===== src/rtl/flash_wq_pkg.sv =====
package flash_wq_pkg;
  localparam int NUM_PINS = 3;
  localparam int PIN_CE   = 0;
  localparam int PIN_WE   = 1;
  localparam int PIN_OE   = 2;

  typedef struct packed {
    logic oe_n;
    logic we_n;
    logic ce_n;
  } ctrl_pins_t;
endpackage


===== src/rtl/wq_pin_filter.sv =====
module wq_pin_filter #(
  parameter int FILT_CYCLES = 4
) (
  input  logic clk,
  input  logic rst_n,
  input  logic pin_n,
  output logic filt_n,
  output logic settled
);
  localparam int CW = $clog2(FILT_CYCLES + 1);
  localparam logic [CW-1:0] CNT_TOP = CW'(FILT_CYCLES);
  localparam logic [CW-1:0] CNT_ONE = CW'(1);

  logic          sync1_q, sync2_q, cand_q;
  logic [CW-1:0] run_q;

  // Two-flop synchronizer, then a run-length count of identical samples.
  always_ff @(posedge clk or negedge rst_n) begin
    if (!rst_n) begin
      sync1_q <= 1'b1;
      sync2_q <= 1'b1;
      cand_q  <= 1'b1;
      run_q   <= '0;
      filt_n  <= 1'b1;
      settled <= 1'b0;
    end else begin
      sync1_q <= pin_n;
      sync2_q <= sync1_q;
      if (sync2_q != cand_q) begin
        cand_q <= sync2_q;
        run_q  <= CNT_ONE;
      end else if (run_q != CNT_TOP) begin
        run_q <= run_q + 1'b1;
      end
      if (run_q == CNT_TOP) begin
        filt_n  <= cand_q;
        settled <= 1'b1;
      end
    end
  end
endmodule


===== src/rtl/wq_supply_lock.sv =====
module wq_supply_lock (
  input  logic clk,
  input  logic rst_n,
  input  logic lockout,
  output logic lock_s,
  output logic force_read
);
  logic lk1_q, lk2_q, lkd_q;

  always_ff @(posedge clk or negedge rst_n) begin
    if (!rst_n) begin
      lk1_q      <= 1'b0;
      lk2_q      <= 1'b0;
      lkd_q      <= 1'b0;
      force_read <= 1'b1;
    end else begin
      lk1_q      <= lockout;
      lk2_q      <= lk1_q;
      lkd_q      <= lk2_q;
      force_read <= lk2_q & ~lkd_q;
    end
  end

  assign lock_s = lk2_q;
endmodule


===== src/rtl/wq_cycle_track.sv =====
module wq_cycle_track (
  input  logic clk,
  input  logic rst_n,
  input  logic all_set,
  input  logic ce_f,
  input  logic we_f,
  input  logic oe_f,
  input  logic lock_s,
  output logic wr_strobe,
  output logic guard_armed
);
  logic we_prev_q, ok_q;
  logic pins_good, we_fall, we_rise;

  assign pins_good = !ce_f && oe_f && !lock_s;
  assign we_fall   = we_prev_q && !we_f;
  assign we_rise   = !we_prev_q && we_f;

  always_ff @(posedge clk or negedge rst_n) begin
    if (!rst_n) begin
      we_prev_q   <= 1'b1;
      ok_q        <= 1'b0;
      wr_strobe   <= 1'b0;
      guard_armed <= 1'b1;
    end else begin
      we_prev_q <= we_f;
      // Low-phase qualification: set on entry, cleared by any bad sample.
      if (!all_set)     ok_q <= 1'b0;
      else if (we_fall) ok_q <= pins_good;
      else if (!we_f)   ok_q <= ok_q && pins_good;
      // Strobe on the filtered rise of write enable.
      wr_strobe <= all_set && we_rise && ok_q && !guard_armed && !lock_s;
      // Power-up guard drops once write or chip enable is seen high.
      if (all_set && (we_f || ce_f)) guard_armed <= 1'b0;
    end
  end
endmodule


===== src/rtl/flash_write_qualifier.sv =====
module flash_write_qualifier
  import flash_wq_pkg::*;
#(
  parameter int FILT_CYCLES = 4
) (
  input  logic clk,
  input  logic rst_n,
  input  logic ce_n,
  input  logic we_n,
  input  logic oe_n,
  input  logic lockout,
  output logic wr_strobe,
  output logic force_read
);
  ctrl_pins_t          raw_pins;
  logic [NUM_PINS-1:0] raw_vec, filt_vec, set_vec;
  logic                ce_filt, we_filt, oe_filt, all_set;
  logic                lock_sync, guard_armed;

  assign raw_pins = '{oe_n: oe_n, we_n: we_n, ce_n: ce_n};
  assign raw_vec  = raw_pins;

  for (genvar gi = 0; gi < NUM_PINS; gi++) begin : g_filt
    wq_pin_filter #(.FILT_CYCLES(FILT_CYCLES)) u_filt (
      .clk    (clk),
      .rst_n  (rst_n),
      .pin_n  (raw_vec[gi]),
      .filt_n (filt_vec[gi]),
      .settled(set_vec[gi])
    );
  end

  assign ce_filt = filt_vec[PIN_CE];
  assign we_filt = filt_vec[PIN_WE];
  assign oe_filt = filt_vec[PIN_OE];
  assign all_set = &set_vec;

  wq_supply_lock u_lock (
    .clk       (clk),
    .rst_n     (rst_n),
    .lockout   (lockout),
    .lock_s    (lock_sync),
    .force_read(force_read)
  );

  wq_cycle_track u_track (
    .clk        (clk),
    .rst_n      (rst_n),
    .all_set    (all_set),
    .ce_f       (ce_filt),
    .we_f       (we_filt),
    .oe_f       (oe_filt),
    .lock_s     (lock_sync),
    .wr_strobe  (wr_strobe),
    .guard_armed(guard_armed)
  );
endmodule


===== config.mk =====
export PLATFORM = sky130hd
export DESIGN_NAME = flash_write_qualifier
export DESIGN_NICKNAME = d
export VERILOG_FILES = /design/src/rtl/flash_wq_pkg.sv /design/src/rtl/wq_pin_filter.sv /design/src/rtl/wq_supply_lock.sv /design/src/rtl/wq_cycle_track.sv /design/src/rtl/flash_write_qualifier.sv
export SDC_FILE = /design/constraint.sdc
export NUM_CORES = 1
export LEC_CHECK = 0
export ABC_AREA = 1
export CAP_MARGIN = 25
export CORE_MARGIN = 1
export CORE_UTILIZATION = 50
export DETAILED_ROUTE_END_ITERATION = 6
export DONT_BUFFER_PORTS = 1
export GPL_TIMING_DRIVEN = 1
export PLACE_DENSITY = 0.68
export SLEW_MARGIN = 5
export SYNTH_ARGS = -nofsm -noshare
export SYNTH_HDL_FRONTEND = slang
export SYNTH_SLANG_ARGS = --single-unit

===== constraint.sdc =====
create_clock -name clk -period 1.2 [get_ports clk]
set_clock_uncertainty 0.2 [all_clocks]
set_input_delay 0.06 -clock clk [delete_from_list [all_inputs] [get_ports clk]]
set_output_delay 0.06 -clock clk [all_outputs]
set_load 0.05 [all_outputs]

==> results.py <==
metrics = {
    "synth": {
        "synth.net_count": 153,
        "synth_edf_count": 0,
        "synth_seq_cells": 32,
        "syn-instance-count": 141,
        "synthFlopType": "dfrtp_1",
        "synth_area_leaders": "dfrtp_1 (32%), dfstp_2 (30%), nand2_1 (12%), inv_1 (7.7%), ha_1 (5.7%)",
        "synth_largest_area_cell": "dfrtp_1",
        "ys_types": 15,
        "synth_most_common_cell": "nand2_1",
        "syn_area_mm2": 0.00131,
        "synth.yosys.seq_area_share": 0.624,
        "ys_async_sr_fraction": 1.00,
        "ys_top_cells_by_count": "nand2_1 (43), inv_1 (27), dfrtp_1 (17)",
        "yosys_warnings": 0,
        "syn_avg_cell_area_um2": 9.31,
        "netlist.area_leader.share": 0.324,
    },
    "drt": {
        "routedWlPerCell_um": 11.8,
        "drcViolationCount": 0,
        "met3WireLength_um": 93,
        "dr.max_layer_used": "met4",
        "routed_wl_um": 2260,
        "num_vias": 905,
        "firstDrtPassIters": 4,
        "drtAntennaViolNets": 0,
        "drtIter0Drc": 5,
        "avgViaCountPerCell": 4.71,
        "wl_met1_um": 931,
        "met2_length_um": 1160,
    },
    "run_status": {
        "status": "complete, but fails checks",
        "violations": "setup timing",
    },
    "floorplan": {
        "core_mm2": 0.00248,
        "ios": 8,
        "die_area_mm2": 0.00283,
        "row_count": 18,
        "dieWidth_um": 53.2,
        "die_y_um": 53.2,
        "initial_utilization": 0.530,
    },
    "sta": {
        "fin_hold_ws_ps": 62.0,
        "slew_viol_final": 0,
        "fin_ws_ps": -79.5,
        "finalCritPeriodShare": 1.07,
        "grt_setup_unrepaired": "true",
        "hold_violations": 0,
        "slew_headroom": 0.832,
        "max_freq_mhz": 782,
        "layout_min_cycle_time_ps": 1280,
        "tightest_slew_ps": 253,
        "setup-violations-final": 10,
    },
    "placement": {
        "placed_cell_area_mm2": 0.00137,
        "hpwl_um": 1310,
        "port_buffers": 0,
        "place_ws_ps": -117,
        "place_inst": 171,
        "gp_congestion": 0.740,
    },
    "hold_path": {
        "hp-start": "oe_n",
        "holdPathStages": 1,
        "min_to": "g_filt[2].u_filt.sync1_q",
        "hold_class": "input port to flip-flop",
    },
    "power": {
        "ir_worst_vdd_mv": 1.52,
        "power_leakage_nw": 0.869,
        "p_per_area_mw_per_mm2": 1850,
    },
    "finish": {
        "final_cell_area_mm2": 0.00169,
        "layout-drive-gt1-share": 0.377,
        "instances_no_fill": 192,
        "antenna_cells": 0,
        "syn_to_final_growth_pct": 28.5,
        "nets": 173,
    },
    "grt": {
        "track_usage": 0.194,
        "grt_max_degree": 33,
        "grt_pass1_vias": 883,
        "grt_antenna_before_repair": 0,
        "grt-ovfl-total": 0,
        "grt_pass1_wl_um": 3620,
    },
    "critical_path": {
        "start_kind": "flip-flop",
        "r2r_start": "g_filt[0].u_filt.run_q[0]",
        "r2r-end": "g_filt[0].u_filt.run_q[1]",
        "arrival_ps": 1020,
        "rr_worst_depth": 7,
        "crit_path_end_kind": "output pin",
        "crit_type": "flip-flop to output pin",
        "reg2reg_slack_ps": -70,
        "required_ps": 940,
        "cp_num_cells": 0,
        "worstPathMaxFanout": 1,
    },
    "cts": {
        "clk_latency_ps": 330,
        "ctsLongestPathBuffers": 2,
        "cts_tree": "built",
        "path_clk_slew_ps": 90,
        "cts_sinks": 32,
        "ctsRootBufferMaster": "clkbuf_4",
        "cts_buffers": 5,
        "htreeDepth": 2,
    },
    "flow_run": {
        "maxCapViolations": 0,
    },
}
## timing repair
| item | CTS | global route |
|---|---|---|
| hold buffers | 7 | 0 |
| resized for setup | 20 | 17 |
| pin swaps | 3 | 6 |
| hold endpoints to repair | 36 | 0 |
| buffers inserted | 4 | 2 |
| endpoints found under the setup margin | 14 | 16 |
## layer usage
metal  up-vias  global-route usage
li1        458                   -
met1       420               0.207
met2        17               0.323
met3        10              0.0603
met4         0               0.132
met5         -                   0
## state kept, by name, summed over array words and instances (netlist names)
signal                 count
g_filt.u_filt.run_q        9
g_filt.u_filt.cand_q       3
g_filt.u_filt.filt_n       3
g_filt.u_filt.settled      3
g_filt.u_filt.sync1_q      3
g_filt.u_filt.sync2_q      3
u_lock.force_read          1
u_lock.lk1_q               1
u_lock.lkd_q               1
u_lock.lock_s              1
u_track.guard_armed        1
u_track.ok_q               1
u_track.we_prev_q          1
u_track.wr_strobe          1
## stage by stage
| stage | setup TNS, ps | util | power, mW |
|---|---|---|---|
| final | -399 | 0.681 | 3.13 |
| after global routing | -990 | 0.681 | 3.34 |
| after CTS | -243 | 0.661 | 3.02 |
| after detailed placement | -552 | 0.554 | 2.05 |
| after global placement | -133 | 0.554 | 2.00 |
| after floorplan | -14.9 | - | 1.89 |
## layout make-up
class                   instances  area (um2)
multi-input cells              79         492
fillers                       189         791
repair buffers                 16         159
well taps                      30        37.5
clock inverters                 2        35.0
clock buffers                   6        41.3
flip-flops and latches         32         821
inverters                      27         101
## cells by family after synthesis
kind of cell / synth area share
AND/OR/NAND/NOR: 0.207
adder cells (fa/ha/maj): 0.0572
AO/OA/AOI/OAI: 0.0191
buffers and inverters: 0.0858
flip-flops: 0.624
XOR/XNOR: 0.00667
## how the worst max path moves through the flow
stage | startpoint | end | slack, ps
final | u_lock.force_read | force_read | -80
after global routing | u_lock.force_read | force_read | -120
after CTS | u_lock.force_read | force_read | -90
after detailed placement | g_filt[0].u_filt.run_q[0] | g_filt[0].u_filt.run_q[1] | -120
after global placement | g_filt[0].u_filt.run_q[0] | g_filt[0].u_filt.run_q[1] | -50
after floorplan | g_filt[2].u_filt.run_q[0] | g_filt[2].u_filt.settled | -10
## where the power goes
| part | internal, mW | switching, mW |
|---|---|---|
| clock network | 0.436 | 0.346 |
| registers | 1.34 | 0.177 |
| logic | 0.391 | 0.434 |
## layout by cell type, fill, tap and decap left out, drive strengths merged
cell	synthesis	layout
inv	27	27
or2	2	2
buf	0	10
nand3	9	9
clkinv	0	1
nand2	44	44
bufinv	0	1
nor2	11	11
xnor2	1	1
ha	6	6
dfrtp	17	17
o21ai	3	3
dlygate4sd3	0	6
a21oi	2	2
dfstp	15	15
clkbuf	3	6
nor3	1	1
Power figures use the tool's default switching activity.
